**src/rtl/pd_pkg.sv**
```systemverilog
package pd_pkg;
  typedef enum logic [1:0] {
    PD_AWAKE   = 2'd0,
    PD_SLEEP   = 2'd1,
    PD_RECOVER = 2'd2
  } pd_state_e;
endpackage

```
**src/rtl/pd_cs_edge.sv**
```systemverilog
// Chip-select edge detector: compares the live level with last cycle's level.
module pd_cs_edge (
  input  logic clk,
  input  logic rst_n,
  input  logic cs_n,
  output logic cs_rise,
  output logic cs_fall
);
  logic cs_q;

  always_ff @(posedge clk or negedge rst_n) begin
    if (!rst_n) cs_q <= 1'b1;
    else        cs_q <= cs_n;
  end

  always_comb begin
    cs_rise = cs_n & ~cs_q;
    cs_fall = ~cs_n & cs_q;
  end
endmodule

```
**src/rtl/pd_entry_arm.sv**
```systemverilog
// Holds the pending sleep request between the opcode and the deselect edge.
module pd_entry_arm #(
  parameter int unsigned          OP_W  = 8,
  parameter logic [OP_W-1:0]      PD_OP = 8'hBA
) (
  input  logic            clk,
  input  logic            rst_n,
  input  logic            enable,
  input  logic            cs_low,
  input  logic            cs_rise,
  input  logic            sck_edge,
  input  logic            op_valid,
  input  logic [OP_W-1:0] op_code,
  output logic            armed
);
  logic armed_q, armed_d;

  always_comb begin
    armed_d = armed_q;
    if (!enable || cs_rise)        armed_d = 1'b0;
    else if (op_valid && cs_low)   armed_d = (op_code == PD_OP);
    else if (sck_edge)             armed_d = 1'b0;
  end

  always_ff @(posedge clk or negedge rst_n) begin
    if (!rst_n) armed_q <= 1'b0;
    else        armed_q <= armed_d;
  end

  assign armed = armed_q;

  // a serial-clock edge seen while armed cancels the request
  a_r3_sck_cancels: assert property (@(posedge clk) disable iff (!rst_n)
    (armed_q && sck_edge && !op_valid) |=> !armed_q);
endmodule

```
**src/rtl/pd_recovery_timer.sv**
```systemverilog
// Down-counter for the wake-up recovery window.
module pd_recovery_timer #(
  parameter int unsigned CYCLES = 2500
) (
  input  logic clk,
  input  logic rst_n,
  input  logic load,
  input  logic run,
  output logic zero
);
  localparam int unsigned CW = (CYCLES > 1) ? $clog2(CYCLES) : 1;
  localparam logic [CW-1:0] LOAD_VAL = CW'(CYCLES - 1);

  logic [CW-1:0] cnt_q, cnt_d;

  always_comb begin
    cnt_d = cnt_q;
    if (load)                      cnt_d = LOAD_VAL;
    else if (run && cnt_q != '0)   cnt_d = cnt_q - 1'b1;
  end

  always_ff @(posedge clk or negedge rst_n) begin
    if (!rst_n) cnt_q <= '0;
    else        cnt_q <= cnt_d;
  end

  assign zero = (cnt_q == '0);

  // a running count only moves downward or holds at zero
  a_r6_count_down: assert property (@(posedge clk) disable iff (!rst_n)
    (run && !load && cnt_q != '0) |=> (cnt_q == $past(cnt_q) - 1'b1));
endmodule

```
**src/rtl/deep_pd_ctrl.sv**
```systemverilog
module deep_pd_ctrl
  import pd_pkg::*;
#(
  parameter int unsigned     OP_W            = 8,
  parameter logic [OP_W-1:0] PD_OP           = 8'hBA,
  parameter int unsigned     RECOVERY_CYCLES = 2500
) (
  input  logic            clk,
  input  logic            rst_n,
  input  logic            cs_n,
  input  logic            sck_edge,
  input  logic            op_valid,
  input  logic [OP_W-1:0] op_code,
  output logic            asleep,
  output logic            engine_en,
  output logic            so_disable,
  output logic            recov_busy,
  output logic            wel_clear,
  output logic            recov_violation
);
  pd_state_e state_q, state_d;
  logic      cs_rise, cs_fall;
  logic      armed, enter;
  logic      tmr_load, tmr_run, tmr_zero;
  logic      viol_q, viol_d;
  logic      wel_q, wel_d;

  pd_cs_edge u_edge (
    .clk     (clk),
    .rst_n   (rst_n),
    .cs_n    (cs_n),
    .cs_rise (cs_rise),
    .cs_fall (cs_fall)
  );

  pd_entry_arm #(.OP_W(OP_W), .PD_OP(PD_OP)) u_arm (
    .clk      (clk),
    .rst_n    (rst_n),
    .enable   (state_q == PD_AWAKE),
    .cs_low   (~cs_n),
    .cs_rise  (cs_rise),
    .sck_edge (sck_edge),
    .op_valid (op_valid),
    .op_code  (op_code),
    .armed    (armed)
  );

  pd_recovery_timer #(.CYCLES(RECOVERY_CYCLES)) u_tmr (
    .clk   (clk),
    .rst_n (rst_n),
    .load  (tmr_load),
    .run   (tmr_run),
    .zero  (tmr_zero)
  );

  // Sleep is entered only if no serial-clock edge shares the deselect cycle.
  assign enter    = (state_q == PD_AWAKE) && armed && cs_rise && !sck_edge;
  assign tmr_load = (state_q != PD_AWAKE) && cs_fall;
  assign tmr_run  = (state_q == PD_RECOVER);

  always_comb begin
    state_d = state_q;
    viol_d  = viol_q;
    wel_d   = 1'b0;
    unique case (state_q)
      PD_AWAKE:   if (enter) state_d = PD_SLEEP;
      PD_SLEEP:   if (cs_fall) state_d = PD_RECOVER;
      PD_RECOVER: begin
        if (cs_fall) begin
          viol_d = 1'b1;
        end else if (tmr_zero) begin
          state_d = PD_AWAKE;
          wel_d   = 1'b1;
        end
      end
      default:    state_d = PD_AWAKE;
    endcase
  end

  always_ff @(posedge clk or negedge rst_n) begin
    if (!rst_n) begin
      state_q <= PD_AWAKE;
      viol_q  <= 1'b0;
      wel_q   <= 1'b0;
    end else begin
      state_q <= state_d;
      viol_q  <= viol_d;
      wel_q   <= wel_d;
    end
  end

  assign asleep          = (state_q == PD_SLEEP);
  assign engine_en       = (state_q == PD_AWAKE);
  assign so_disable      = (state_q != PD_AWAKE);
  assign recov_busy      = (state_q == PD_RECOVER);
  assign wel_clear       = wel_q;
  assign recov_violation = viol_q;

  // sleep begins only right after a deselect edge
  a_r2_entry_on_rise: assert property (@(posedge clk) disable iff (!rst_n)
    (asleep && !$past(asleep)) |-> $past(cs_rise));
  // without a select edge the sleep state persists
  a_r5_sleep_holds: assert property (@(posedge clk) disable iff (!rst_n)
    (asleep && !cs_fall) |=> asleep);
  // the violation flag never clears
  a_r8_violation_sticky: assert property (@(posedge clk) disable iff (!rst_n)
    recov_violation |=> recov_violation);
  // the latch clear is one cycle long and follows recovery
  a_r9_wel_single: assert property (@(posedge clk) disable iff (!rst_n)
    wel_clear |=> !wel_clear);
  a_r9_wel_after_busy: assert property (@(posedge clk) disable iff (!rst_n)
    wel_clear |-> ($past(recov_busy) && engine_en));
endmodule

```
**config.mk**
```make
export PLATFORM = sky130hd
export DESIGN_NAME = deep_pd_ctrl
export DESIGN_NICKNAME = d
export VERILOG_FILES = /design/src/rtl/pd_pkg.sv /design/src/rtl/pd_cs_edge.sv /design/src/rtl/pd_entry_arm.sv /design/src/rtl/pd_recovery_timer.sv /design/src/rtl/deep_pd_ctrl.sv
export SDC_FILE = /design/constraint.sdc
export NUM_CORES = 1
export LEC_CHECK = 0
export ABC_AREA = 1
export ABC_CLOCK_PERIOD_IN_PS = 1300
export BUFFER_PORTS_ARGS = -buffer_cell sky130_fd_sc_hd__clkbuf_2
export CORE_UTILIZATION = 40
export CTS_CLUSTER_SIZE = 12
export DETAILED_ROUTE_END_ITERATION = 16
export SETUP_SLACK_MARGIN = 0.02
export SYNTH_ARGS = -nofsm -noshare
export SYNTH_HDL_FRONTEND = slang
export SYNTH_SLANG_ARGS = --single-unit
```
**constraint.sdc**
```tcl
create_clock -name clk -period 1.3 [get_ports clk]
set_input_delay 0.195 -clock clk [delete_from_list [all_inputs] [get_ports clk]]
set_output_delay 0.195 -clock clk [all_outputs]
set_load 0.01 [all_outputs]
```
## Yosys cells after proc, flatten, opt, wreduce, memory -nomap -nowiden

Cells that the tools add are included.

| cells by class | value |
|---|---|
| reduce and logical (&&, ||, !) cells | 17 |
| equal/unequal tests | 7 |
| mux-type cells | 13 |
| bitwise logic cells | 4 |
| add/subtract/negate cells | 1 |

Operator list:

| operator | number |
|---|---|
| $mux W12 | 2 |
| $logic_not A12 Y1 | 1 |
| $reduce_bool A12 Y1 | 1 |
| $sub A12 B1 Y12 const B | 1 |
| $eq A8 B8 Y1 const B | 1 |
| $mux W2 | 4 |
| $logic_and A1 B1 Y1 | 6 |
| $mux W1 | 6 |
| $ne A2 B2 Y1 const B | 3 |
| $pmux W2 S3 | 1 |
| $reduce_and A4 Y1 | 1 |
| $reduce_bool A2 Y1 | 2 |
| $reduce_bool A3 Y1 | 1 |
| $and A1 B1 Y1 | 2 |
| $eq A2 B1 Y1 const B | 1 |
| $eq A2 B2 Y1 const B | 1 |
| $logic_not A1 Y1 | 2 |
| $logic_not A2 Y1 | 1 |
| $ne A2 B1 Y1 const B | 1 |
| $not A1 Y1 | 2 |
| $reduce_and A2 Y1 | 1 |
| $logic_or A1 B1 Y1 | 1 |

| word-level totals | value |
|---|---|
| output and inout bits | 6 |
| bits in registers | 18 |
| word-level logic and storage cells | 48 |

## Depth between registers and ports, before layout

Gate-level depths: netlist of run 1.

| logic depth | value |
|---|---|
| depth in word-level cells | 6 |
| gate-level depth with buffers | 10 |
| mapped depth without buffers | 10 |

## Modules after synthesis

A second synthesis of run 1 with hierarchy kept.

| unflattened totals | value |
|---|---|
| cells, all modules | 170 |
| area, all modules | 1171.1 sq um |

Modules (own cells, without submodules):

| module | area each (sq um) | cells each | seq. area each (sq um) | instances |
|---|---|---|---|---|
| pd_recovery_timer | 849.6 | 121 | 300.3 | 1 |
| deep_pd_ctrl | 188.9 | 26 | 100.1 | 1 |
| pd_entry_arm | 91.3 | 18 | 25.0 | 1 |
| pd_cs_edge | 41.3 | 5 | 26.3 | 1 |

## Least setup slack after synthesis of run 1

No wires, ideal clock.

| timing | value |
|---|---|
| path type | register to register |
| start point | reg u_tmr.cnt_q[0] |
| end point | reg u_tmr.cnt_q[11] |
| cell stages (with the launch flop) | 11 |
| library setup time | 0.116 ns |
| setup slack | -0.116 ns |
| arrival time | 1.299 ns |
| period minus slack after synthesis | 1.416 ns |
| path buffers | 1 |
| path through | dfrtp_1 > inv_1 > ha_1 > nand2_2 > nor2_4 > nand2_2 > nand2_4 > nand2_4 > buf_6 > nand2_1 > nand2_1 |

| on the way | value |
|---|---|
| longest elaborated chain between the ends | 3 |
| elaborated cells between the ends (all ways) | 6 |

Ends and longest elaborated chain:

| what | RTL line | source |
|---|---|---|
| from (decl) | pd_recovery_timer.sv:14 | `logic [CW-1:0] cnt_q, cnt_d;` |
| from (signal assigned) | pd_recovery_timer.sv:24 | `else cnt_q <= cnt_d;` |
| $sub A12 B1 Y12 or $reduce_bool A12 Y1 (tied branches) | pd_recovery_timer.sv:19 | `else if (run && cnt_q != '0) cnt_d = cnt_q - 1'b1;` |
| $mux W12 or $logic_and A1 B1 Y1 (tied branches) | pd_recovery_timer.sv:19 |  |
| $mux W12 or $reduce_bool A2 Y1 (tied branches) | -- |  |

Parallel ways exist; a longest one is shown, timed or not. The select of a mux whose other input is x is not followed.
A chain may end at the register's enable or synchronous reset.

## Worst setup path after layout of run 1

| timing | value |
|---|---|
| start point | reg u_tmr.cnt_q[8] |
| end point | reg u_tmr.cnt_q[6] |

| on the way | value |
|---|---|
| longest elaborated chain between the ends | 3 |

Ends and longest elaborated chain:

| what | RTL line |
|---|---|
| $reduce_bool A12 Y1 | pd_recovery_timer.sv:19 |
| $logic_and A1 B1 Y1 | pd_recovery_timer.sv:19 |
| $reduce_bool A2 Y1 (no source line) | -- |

No other way between the ends.

==> reports/qor.log, run 1 <==
INFO  status         run_status=finished, violations left
INFO  status         violations_in_the_final_reports=setup timing
INFO  logic_synthesis netlist-cell-type-count=26
INFO  global_routing wire_length_of_the_first_global_routing_pass=5237um
INFO  timing         worst_slack=-0.09003ns
INFO  logic_synthesis postSynth.topFlopCell=dfrtp_1
INFO  detailed_routing drt_first_pass_iters=4
INFO  critical_path  worst_ep_arrival_time=1.63ns
INFO  critical_path  timing.critical_path.from_type=register
INFO  power_and_ir_drop p_leak=0.8861nW
INFO  timing         final.setup_skew=0.006005ns
INFO  global_routing grt_max_degree=19
INFO  detailed_routing viasPerCell=5.020
INFO  final_layout   layout.nets=234
INFO  timing         final_hold_violation_count=0
INFO  detailed_routing drt_iter0_drc=51
INFO  clocking       cts_tree=built
INFO  power_and_ir_drop design_power_total=0.002175W
INFO  critical_path  destination_of_the_worst_register_to_register_timing_path=u_tmr.cnt_q[6]
INFO  clocking       cts_htree_levels=1
INFO  critical_path  critical_path.reg2reg.startpoint=u_tmr.cnt_q[8]
INFO  timing         worst_pin_slew=0.4821ns
INFO  min_path       min_delay_path_depth=2
INFO  job            drv_cap=0
INFO  timing         timing.max_slew.rel_slack=0.6786
INFO  clocking       clkSlewWorstSetupHoldPaths=0.12ns
INFO  timing         setup_viol=15
INFO  min_path       worstHoldPathType=in -> reg
INFO  critical_path  critical_path.startpoint=u_tmr.cnt_q[8]
INFO  power_and_ir_drop cellPowerDensity=1241mW/mm2
INFO  final_layout   fraction_of_layout_instances_using_a_drive_strength_above_1=0.4312
INFO  detailed_routing final_routed_drc_violation_total=0
INFO  floorplanning  dieArea=0.003180mm2
INFO  final_layout   final_common_cell=nand2_1
INFO  global_routing grt_antenna_before_repair=0
INFO  placement      hpwl=2150um
INFO  critical_path  worstPathMaxFanout=6
INFO  clocking       number_of_cts_inserted_buffers=3
INFO  clocking       clock_sink_count=18
INFO  min_path       hold_path.startpoint=sck_edge
INFO  detailed_routing final_antenna_net_count=0
INFO  logic_synthesis synth.net_count=178
INFO  critical_path  crit_required=1.54ns
INFO  detailed_routing drt-wirelength-per-cell=12.91um
INFO  logic_synthesis yosys_warnings=0
INFO  floorplanning  top_ports=19
INFO  clocking       number_of_buffers_on_the_longest_clock_path=2
INFO  floorplanning  floorplan.rows=19
INFO  detailed_routing route.vias.total=1250
INFO  timing         number_of_pins_exceeding_their_max_slew_limit_in_the_final_report=0
INFO  timing         period_minus_slack=1.390ns
INFO  logic_synthesis synthesis.area=0.001184mm2
INFO  final_layout   post-route-util=0.6302
INFO  critical_path  endpoint_kind=register
INFO  critical_path  setup.worst_path.class=reg -> reg
INFO  global_routing grt-ovfl-total=0
INFO  placement      gp_routability_congestion=0.8648
INFO  logic_synthesis synth_sequential_area_ratio=0.3816
INFO  min_path       hold_end=state_q[0]
INFO  final_layout   final_area=0.001753mm2
INFO  logic_synthesis asyncSetResetFlopFracSynth=1.000
INFO  clocking       insertion_delay=0.31ns
INFO  logic_synthesis synth_enable_flop_cells=0
INFO  timing         final.period_utilization=1.069
INFO  timing         fmax=719.4MHz
INFO  timing         setup_tns=-0.9100ns
INFO  detailed_routing routed_wl=3214um
INFO  logic_synthesis post_synth.cell_area_avg=7.262um2
INFO  placement      port_buffers=18
INFO  power_and_ir_drop worst_ir_drop_vdd=0.9714mV
INFO  final_layout   layout_area_overhead=48.10%
INFO  global_routing global_route.usage.total=0.2118
INFO  floorplanning  die_height=56.40um
INFO  final_layout   most-common-layout-cells=37 x nand2_1, 25 x buf_4, 19 x inv_1, 19 x nor2_1, 17 x dfrtp_1
INFO  timing         fin_hold_ws=0.1001ns
INFO  floorplanning  floorplan.initialDensity=0.4256
INFO  placement      postPlaceCellArea=0.001484mm2
INFO  clocking       clock_root_buffer=clkbuf_4
INFO  final_layout   num_antenna_cells=0
INFO  critical_path  r2r_cells=8
INFO  floorplanning  coreArea=0.002781mm2
INFO  critical_path  timing.reg2reg.setup_slack=-0.09ns
INFO  logic_synthesis number_of_standard_cells_after_synthesis=163
INFO  global_routing vias_in_the_first_global_route=1193
INFO  logic_synthesis ys_seq_elements=18
INFO  floorplanning  dieWidth=56.40um
INFO  timing         rsz0062_at_grt=true
critical path, stage by stage, from the launching register on:
cell and delay (ns):
dfrtp_1 0.44, nor2_1 0.16, inv_1 0.08, nor2_2 0.15, nand2_2 0.09, nand2_4 0.11
buf_12 0.12, nand2_8 0.07, o21ai_2 0.11
Yosys cell counts, drive strengths merged (2+ instances only):
cell type  instances  share of area
nand2             51           0.19
nor2              26           0.11
inv               25          0.079
dfrtp             17           0.36
nand3             15          0.063
o21ai              9          0.057
nand4              4          0.021
a21oi              2         0.0085
buf                2          0.016
ha                 2          0.021
xor2               2          0.015
final cells by class:
cell class	count	area, um2
tap	31	38.79
timing repair buffer	52	410.4
clock buffer	4	36.28
sequential	18	451.7
multi-input combinational	119	716.9
inverter	25	98.84
fill	232	1028
sequential cells by signal (all words and copies together) (netlist names):
| name | count |
|---|---|
| u_edge.cs_q | 1 |
| recov_violation | 1 |
| u_tmr.cnt_q | 12 |
| wel_clear | 1 |
| u_arm.armed | 1 |
| state_q | 2 |
cell families (layout without fill, tap and decap cells):
logic type                 Yosys count  count (layout)  share of synthesized area
DFF                                 18              18                     0.3816
xor gates and xnor gates             2               2                    0.01480
adders and majority gates            2               2                    0.02114
and+or+nand+nor                    100             101                     0.4006
buffers and inverters               27              81                    0.09514
AOI/OAI and AO/OA                   14              14                    0.08668
worst max-delay path by stage:
stage | to | slack (ns) | depth (start not counted)
after floorplan | u_tmr.cnt_q[11] | -0.01 | 10
after global placement | u_tmr.cnt_q[11] | -0.1 | 9
after detailed placement | u_tmr.cnt_q[11] | -0.07 | 9
after CTS | engine_en | -0.07 | 4
after global routing | u_tmr.cnt_q[6] | -0.17 | 8
final | u_tmr.cnt_q[6] | -0.09 | 8
metrics by stage:
stage / instances / worst slack [ns]
floorplan: 163 / -0.01418
global placement: 233 / -0.09777
detailed placement: 233 / -0.07367
CTS: 247 / -0.06813
global route: 249 / -0.1673
finish: 249 / -0.09003
routing by layer:
metal / up-vias / track usage / share of wire
met1: 583 / 0.2627 / 0.43
met2: 35 / 0.3656 / 0.50
met5: - / 0 / 0
met3: 6 / 0.05530 / 0.054
li1: 626 / - / -
met4: 0 / 0.05226 / 0.010
where the power goes:
group | total (W) | switching, W | internal, W
registers | 0.000761 | 0.000109 | 0.000652
clock network | 0.000368 | 0.000197 | 0.000171
logic | 0.00105 | 0.000538 | 0.000507
total | 0.00217 | 0.000845 | 0.00133
what timing repair did:
| item | in CTS | in global routing |
|---|---|---|
| setup buffers | 7 | 2 |
| gates cloned | 1 | 0 |
| hold endpoints to repair | 18 | 0 |
| pin swaps | 4 | 3 |
| hold buffers | 2 | 0 |
| endpoints found under the setup margin | 17 | 17 |
| resized for setup | 16 | 20 |
Power figures use the tool's default switching activity.
==> inputs of run 2 (changes only) <==
--- a/config.mk
+++ b/config.mk
@@ -6,7 +6,7 @@
 export NUM_CORES = 1
 export LEC_CHECK = 0
 export ABC_AREA = 1
-export ABC_CLOCK_PERIOD_IN_PS = 1300
+export ABC_CLOCK_PERIOD_IN_PS = 1400
 export BUFFER_PORTS_ARGS = -buffer_cell sky130_fd_sc_hd__clkbuf_2
 export CORE_UTILIZATION = 40
 export CTS_CLUSTER_SIZE = 12
==> constraint.sdc (replaced) <==
create_clock -name clk -period 1.4 [get_ports clk]
set_input_delay 0.21 -clock clk [delete_from_list [all_inputs] [get_ports clk]]
set_output_delay 0.21 -clock clk [all_outputs]
set_load 0.01 [all_outputs]
==> reports/qor.log, run 2 (synthesized netlist as in run 1, its figures left out) <==
INFO  status         run_status=completed [was finished, violations left]
INFO  final_layout   fillCellCount=262 [was 232]
INFO  clocking       clock_root_buffer=clkbuf_4 [unchanged]
INFO  power_and_ir_drop sw_frac_of_total=0.3949 [was 0.3884]
INFO  critical_path  crit_required=1.60ns [was 1.54 ns]
INFO  detailed_routing routed_wl=2816um [was 3214 um]
INFO  placement      gp_routability_congestion=0.8023 [was 0.8648]
INFO  floorplanning  coreArea=0.002781mm2 [unchanged]
INFO  timing         final.setup_skew=0.001394ns [was 0.006005 ns]
INFO  timing         rsz0062_at_grt=true [unchanged]
INFO  timing         fin_hold_ws=0.1072ns [was 0.1001 ns]
INFO  timing         timing.max_slew.rel_slack=0.7041 [was 0.6786]
INFO  power_and_ir_drop seqPwrFrac=0.399 [was 0.350]
INFO  clocking       number_of_cts_inserted_buffers=3 [unchanged]
INFO  power_and_ir_drop intPower=0.001112W [was 0.001330 W]
INFO  critical_path  worst_ep_arrival_time=1.57ns [was 1.63 ns]
INFO  clocking       number_of_buffers_on_the_longest_clock_path=2 [unchanged]
INFO  clocking       cts_htree_levels=1 [unchanged]
INFO  min_path       hold_end=state_q[0] [unchanged]
INFO  global_routing wire_length_of_the_first_global_routing_pass=4540um [was 5237 um]
INFO  global_routing grt_max_degree=19 [unchanged]
INFO  critical_path  timing.critical_path.from_type=register [unchanged]
INFO  detailed_routing drt_iter0_drc=37 [was 51]
INFO  detailed_routing final_antenna_net_count=0 [unchanged]
INFO  critical_path  destination_of_the_worst_register_to_register_timing_path=u_tmr.cnt_q[6] [unchanged]
INFO  placement      hpwl=2072um [was 2150 um]
INFO  timing         period_minus_slack=1.368ns [was 1.390 ns]
INFO  min_path       hold_path.startpoint=sck_edge [unchanged]
INFO  final_layout   fraction_of_layout_instances_using_a_drive_strength_above_1=0.3881 [was 0.4312]
INFO  timing         final.period_utilization=0.9769 [was 1.069]
INFO  clocking       clkSlewWorstSetupHoldPaths=0.11ns [was 0.12 ns]
INFO  timing         fmax=731.1MHz [was 719.4 MHz]
INFO  power_and_ir_drop p_leak=0.7770nW [was 0.8861 nW]
INFO  clocking       cts_tree=built [unchanged]
INFO  power_and_ir_drop pwr-share-clk=0.178 [was 0.169]
INFO  floorplanning  dieArea=0.003180mm2 [unchanged]
INFO  power_and_ir_drop net-switching-power=0.0007254W [was 0.0008445 W]
INFO  clocking       clock_sink_count=18 [unchanged]
INFO  timing         final_hold_violation_count=0 [unchanged]
INFO  floorplanning  floorplan.initialDensity=0.4256 [unchanged]
INFO  detailed_routing viasPerCell=5.009 [was 5.020]
INFO  final_layout   largest_registers=u_tmr.cnt_q x12, state_q x2 [unchanged]
INFO  floorplanning  dieWidth=56.40um [unchanged]
INFO  final_layout   post-route-util=0.5542 [was 0.6302]
INFO  timing         worst_pin_slew=0.4438ns [was 0.4821 ns]
INFO  detailed_routing final_routed_drc_violation_total=0 [unchanged]
INFO  final_layout   layout.nets=217 [was 234]
INFO  global_routing vias_in_the_first_global_route=1055 [was 1193]
INFO  final_layout   final_common_cell=nand2_1 [unchanged]
INFO  power_and_ir_drop pwr-share-comb=0.423 [was 0.481]
INFO  critical_path  timing.reg2reg.setup_slack=0.03ns [was -0.09 ns]
INFO  job            drv_cap=0 [unchanged]
INFO  detailed_routing drt-wirelength-per-cell=12.14um [was 12.91 um]
INFO  detailed_routing route.vias.total=1162 [was 1250]
INFO  final_layout   final-instance-count-excl-fill=232 [was 249]
INFO  placement      port_buffers=18 [unchanged]
INFO  critical_path  setup.worst_path.class=reg -> reg [unchanged]
INFO  critical_path  worstPathMaxFanout=7 [was 6]
INFO  min_path       worstHoldPathType=in -> reg [unchanged]
INFO  timing         number_of_pins_exceeding_their_max_slew_limit_in_the_final_report=0 [unchanged]
INFO  critical_path  r2r_cells=8 [unchanged]
INFO  power_and_ir_drop worst_ir_drop_vdd=0.9931mV [was 0.9714 mV]
INFO  clocking       insertion_delay=0.29ns [was 0.31 ns]
INFO  critical_path  critical_path.reg2reg.startpoint=u_tmr.cnt_q[6] [was u_tmr.cnt_q[8]]
INFO  final_layout   most-common-layout-cells=38 x nand2_1, 21 x inv_1, 18 x clkbuf_2 [was 37 x nand2_1, 25 x buf_4, 19 x inv_1, 19 x nor2_1, 17 x dfrtp_1]
INFO  timing         setup_viol=0 [was 15]
INFO  detailed_routing drt_first_pass_iters=4 [unchanged]
INFO  final_layout   largest_register=u_tmr.cnt_q [unchanged]
INFO  floorplanning  die_height=56.40um [unchanged]
INFO  min_path       min_delay_path_depth=2 [unchanged]
INFO  floorplanning  floorplan.rows=19 [unchanged]
INFO  floorplanning  top_ports=19 [unchanged]
INFO  power_and_ir_drop design_power_total=0.001837W [was 0.002175 W]
INFO  power_and_ir_drop cellPowerDensity=1192mW/mm2 [was 1241 mW/mm2]
INFO  final_layout   largest_register_ffs=12 [unchanged]
INFO  timing         worst_slack=0.03228ns [was -0.09003 ns]
INFO  critical_path  endpoint_kind=register [unchanged]
INFO  global_routing grt_antenna_before_repair=0 [unchanged]
INFO  global_routing grt-ovfl-total=0 [unchanged]
INFO  global_routing global_route.usage.total=0.1852 [was 0.2118]
INFO  final_layout   num_antenna_cells=0 [unchanged]
INFO  placement      detailedPlace.worstSlack=0.007826ns [was -0.07367 ns]
INFO  final_layout   layout_area_overhead=30.23% [was 48.10%]
INFO  placement      placed_cells_incl_taps=222 [was 233]
[run 2: cell count changes in the layout (fill, tap and decap cells not counted), moves of 2 or more]
cell	delta
buf_4	-11
buf_6	-9
nor2_2	+5
clkbuf_2	+4
nor2_1	-3
dfrtp_1	-2
dfrtp_2	+2
inv_1	+2
inv_2	-2
nor2_4	-2
[run 2: power groups by stage]
| stage | clock [W] | sequential, W | combinational [W] |
|---|---|---|---|
| after floorplan | 0 | 0.000712 | 0.000467 |
| after global placement | 0 | 0.000735 | 0.000654 |
| after detailed placement | 0 | 0.000736 | 0.000661 |
| after CTS | 0.000336 | 0.000728 | 0.000673 |
| after global routing | 0.000349 | 0.000742 | 0.000854 |
| final | 0.000327 | 0.000732 | 0.000777 |
[run 2: timing repair]
item                       4_1_cts  5_1_grt
resized for setup                4       19
gates cloned                     0        1
setup endpoints to repair       10       16
buffers inserted                 0        3
hold buffers                     2        0
pin swaps                        0        7
hold endpoints to repair        18        0
[run 2: how the worst max path moves through the flow]
stage | from | end | slack, ns | cells past startpoint
6_report | u_tmr.cnt_q[6] | u_tmr.cnt_q[6] | 0.03 | 8
5_1_grt | u_tmr.cnt_q[0] | u_tmr.cnt_q[10] | -0.02 | 10
4_1_cts | u_tmr.cnt_q[0] | u_tmr.cnt_q[11] | 0.02 | 10
2_1_floorplan | u_tmr.cnt_q[0] | u_tmr.cnt_q[11] | 0.03 | 10
3_5_place_dp | u_tmr.cnt_q[1] | u_tmr.cnt_q[4] | 0.008 | 9
3_3_place_gp | u_tmr.cnt_q[1] | u_tmr.cnt_q[5] | 0.05 | 10
[run 2: routing by layer]
metal / GRT usage / wire (um)
met3: 0.02074 / 120
met1: 0.2387 / 1247
met5: 0 / 0
met4: 0.08362 / 37
met2: 0.3112 / 1412
[run 2: final cells by class]
class,instances,area [um2],area share
timing repair buffer,35,226.5,0.1469
multi-input combinational,119,689.4,0.4472
inverter,25,96.34,0.06250
clock buffer,4,36.28,0.02354
sequential,18,454.2,0.2946
tap,31,38.79,0.02516
[run 2: stage by stage]
stage,setup TNS [ns],instance area (um2)
3_5_place_dp,0,1384
5_1_grt,-0.06139,1541
6_report,0,1541
2_1_floorplan,0,1184
4_1_cts,0,1451
3_3_place_gp,0,1384
[run 2: critical path, stage by stage (launching register included)]
cell and delay [ns]:
dfrtp_1 0.44, nor2_2 0.16, nand2_2 0.11, nor2_4 0.13, nand2_2 0.07, nand2_4 0.13
nand2_8 0.09, nand2_1 0.09, o21ai_2 0.05
==> inputs of run 3 (changes only) <==
--- a/config.mk
+++ b/config.mk
@@ -11,7 +11,10 @@
 export CORE_UTILIZATION = 40
 export CTS_CLUSTER_SIZE = 12
 export DETAILED_ROUTE_END_ITERATION = 16
+export PLACE_DENSITY = 0.68
 export SETUP_SLACK_MARGIN = 0.02
+export SKIP_LAST_GASP = 1
+export SLEW_MARGIN = 20
 export SYNTH_ARGS = -nofsm -noshare
 export SYNTH_HDL_FRONTEND = slang
 export SYNTH_SLANG_ARGS = --single-unit
==> reports/qor.log, run 3 (synthesized netlist as in run 1, its figures left out) <==
INFO  final_layout   largest_register=u_tmr.cnt_q [unchanged]
INFO  timing         rsz0062_at_grt=true [unchanged]
INFO  floorplanning  coreArea=0.002781mm2 [unchanged]
INFO  power_and_ir_drop net-switching-power=0.0007385W [was 0.0007254 W]
INFO  floorplanning  dieArea=0.003180mm2 [unchanged]
INFO  power_and_ir_drop sw_frac_of_total=0.4048 [was 0.3949]
INFO  final_layout   fraction_of_layout_instances_using_a_drive_strength_above_1=0.4158 [was 0.3881]
INFO  power_and_ir_drop design_power_total=0.001824W [was 0.001837 W]
INFO  placement      hpwl=2035um [was 2072 um]
INFO  detailed_routing route.vias.total=1206 [was 1162]
INFO  critical_path  critical_path_buf_inv_count=1 [was 0]
INFO  critical_path  worst_ep_arrival_time=1.65ns [was 1.57 ns]
INFO  clocking       clock_root_buffer=clkbuf_4 [unchanged]
INFO  power_and_ir_drop seqPwrFrac=0.411 [was 0.399]
INFO  critical_path  crit_required=1.63ns [was 1.60 ns]
INFO  critical_path  timing.critical_path.slowest_stage_cell=dfrtp_2 [was dfrtp_1]
INFO  power_and_ir_drop intPower=0.001086W [was 0.001112 W]
INFO  power_and_ir_drop pwr-share-clk=0.177 [was 0.178]
INFO  critical_path  worst_path_largest_cell_delay=0.46ns [was 0.44 ns]
INFO  clocking       clkSlewWorstSetupHoldPaths=0.10ns [was 0.11 ns]
INFO  detailed_routing final_routed_drc_violation_total=0 [unchanged]
INFO  final_layout   layout.nets=218 [was 217]
INFO  detailed_routing routed_wl=2961um [was 2816 um]
INFO  timing         period_minus_slack=1.419ns [was 1.368 ns]
INFO  timing         fmax=704.8MHz [was 731.1 MHz]
INFO  placement      port_buffers=18 [unchanged]
INFO  global_routing global_route.usage.total=0.1914 [was 0.1852]
INFO  clocking       number_of_buffers_on_the_longest_clock_path=2 [unchanged]
INFO  critical_path  critPathTopFamily=simple AND/OR/NAND/NOR gates [unchanged]
INFO  power_and_ir_drop cellPowerDensity=1165mW/mm2 [was 1192 mW/mm2]
INFO  floorplanning  floorplan.initialDensity=0.4256 [unchanged]
INFO  critical_path  setup.worst_path.class=reg -> reg [unchanged]
INFO  final_layout   num_antenna_cells=0 [unchanged]
INFO  status         run_status=finished, violations left [was completed]
INFO  final_layout   final_common_cell=nand2_1 [unchanged]
INFO  job            drv_cap=0 [unchanged]
INFO  timing         worst_pin_slew=0.4452ns [was 0.4438 ns]
INFO  critical_path  timing.critical_path.from_type=register [unchanged]
INFO  timing         number_of_pins_exceeding_their_max_slew_limit_in_the_final_report=0 [unchanged]
INFO  clocking       cts_htree_levels=1 [unchanged]
INFO  detailed_routing final_antenna_net_count=0 [unchanged]
INFO  clocking       clock_sink_count=18 [unchanged]
INFO  global_routing wire_length_of_the_first_global_routing_pass=4719um [was 4540 um]
INFO  final_layout   post-route-util=0.5632 [was 0.5542]
INFO  global_routing grt_max_degree=19 [unchanged]
INFO  timing         final.setup_skew=0.001652ns [was 0.001394 ns]
INFO  detailed_routing drt-wirelength-per-cell=12.71um [was 12.14 um]
INFO  power_and_ir_drop worst_ir_drop_vdd=0.7297mV [was 0.9931 mV]
INFO  min_path       worstHoldPathType=in -> reg [unchanged]
INFO  floorplanning  die_height=56.40um [unchanged]
INFO  clocking       insertion_delay=0.29ns [about the same]
INFO  final_layout   largest_registers=u_tmr.cnt_q x12, state_q x2 [unchanged]
INFO  floorplanning  top_ports=19 [unchanged]
INFO  placement      gp_routability_congestion=0.8092 [was 0.8023]
INFO  final_layout   layout_area_overhead=32.35% [was 30.23%]
INFO  power_and_ir_drop pwr-share-comb=0.412 [was 0.423]
INFO  global_routing grt-ovfl-total=0 [unchanged]
INFO  timing         setup_viol=1 [was 0]
INFO  final_layout   largest_register_ffs=12 [unchanged]
INFO  power_and_ir_drop p_leak=0.7798nW [was 0.7770 nW]
INFO  detailed_routing drt_first_pass_iters=4 [unchanged]
INFO  critical_path  critical_path.cell_chain=nor2_4 > nand2_4 > nor2_4 > nand2_2 > nand2_4 > nand2_8 > inv_6 > nand2_2 > nand2_1 [was nor2_2 > nand2_2 > nor2_4 > nand2_2 > nand2_4 > nand2_8 > nand2_1 > o21ai_2]
INFO  timing         worst_slack=-0.01885ns [was 0.03228 ns]
INFO  timing         timing.max_slew.rel_slack=0.7032 [was 0.7041]
INFO  critical_path  worstPathMaxFanout=7 [unchanged]
INFO  clocking       cts_tree=built [unchanged]
INFO  global_routing vias_in_the_first_global_route=1118 [was 1055]
INFO  floorplanning  dieWidth=56.40um [unchanged]
INFO  detailed_routing drt_iter0_drc=66 [was 37]
INFO  timing         final.period_utilization=1.013 [was 0.9769]
INFO  clocking       number_of_cts_inserted_buffers=3 [unchanged]
INFO  global_routing grt_antenna_before_repair=0 [unchanged]
INFO  detailed_routing viasPerCell=5.176 [was 5.009]
INFO  timing         final_hold_violation_count=0 [unchanged]
INFO  critical_path  endpoint_kind=register [unchanged]
INFO  final_layout   most-common-layout-cells=33 x nand2_1, 21 x inv_1, 18 x clkbuf_2 [was 38 x nand2_1, 21 x inv_1, 18 x clkbuf_2]
INFO  floorplanning  floorplan.rows=19 [unchanged]
INFO  status         violations_in_the_final_reports=setup timing
-- run 3: cell count changes in the layout (fill, tap and decap cells not counted), moves of 2 or more --
| cell | previous run | this run |
|---|---|---|
| nand2_2 | 10 | 14 |
| nand2_1 | 38 | 33 |
| dfrtp_1 | 15 | 13 |
| dfrtp_2 | 2 | 4 |
| nor2_2 | 7 | 5 |
-- run 3: layer usage --
metal	global-route usage	vias up	routed length (um)
met5	0	-	0
li1	-	594	-
met4	0.1045	0	82
met2	0.3146	38	1417
met3	0.03226	8	140
met1	0.2387	566	1320
-- run 3: layout make-up --
| type | count | area (um2) |
|---|---|---|
| clock buffers | 4 | 36.28 |
| fillers | 252 | 1215 |
| inverters | 25 | 98.84 |
| multi-input cells | 119 | 701.9 |
| flip-flops and latches | 18 | 456.7 |
| well taps | 31 | 38.79 |
| repair buffers | 36 | 234.0 |
-- run 3: what timing repair did --
| action | in CTS | in global routing |
|---|---|---|
| hold buffers | 2 | 0 |
| resized for setup | 4 | 27 |
| hold endpoints to repair | 18 | 0 |
| pin swaps | 0 | 13 |
| cloned | 0 | 1 |
| buffers inserted | 0 | 5 |
| endpoints found under the setup margin | 10 | 15 |
-- run 3: power groups by stage --
stage / logic [W] / clock network (W) / registers [W]
CTS: 0.000632 / 0.000332 / 0.000727
floorplan: 0.000467 / 0 / 0.000712
detailed placement: 0.000614 / 0 / 0.000737
finish: 0.000751 / 0.000323 / 0.000750
global placement: 0.000606 / 0 / 0.000732
global route: 0.000842 / 0.000349 / 0.000763
-- run 3: path summary, 6_finish.rpt --
| path | startpoint | cells past startpoint | slack (ns) | to |
|---|---|---|---|---|
| worst min register to register | recov_violation | 1 | 0.49 | recov_violation |
| min in group asynchronous | rst_n | 2 | 0.38 | u_tmr.cnt_q[8] |
| worst max-delay path | u_tmr.cnt_q[4] | 9 | -0.02 | u_tmr.cnt_q[10] |
| max in group asynchronous | rst_n | 2 | 0.69 | u_edge.cs_q |
| worst min-delay path | sck_edge | 2 | 0.11 | state_q[0] |
| worst max register to register | u_tmr.cnt_q[4] | 9 | -0.02 | u_tmr.cnt_q[10] |
-- run 3: through the flow --
step                      instance area, um2  hold slack (ns)  setup TNS (ns)  setup WS, ns  cells
final                                   1567           0.1062        -0.01885      -0.01885    233
after global routing                    1567           0.1042         -0.3651      -0.08200    233
after CTS                               1444           0.1017               0       0.03090    227
after detailed placement                1376           0.1780               0      0.002307    221
after global placement                  1376           0.1748               0       0.03675    221
after floorplan                         1184         -0.08559               0       0.02712    163
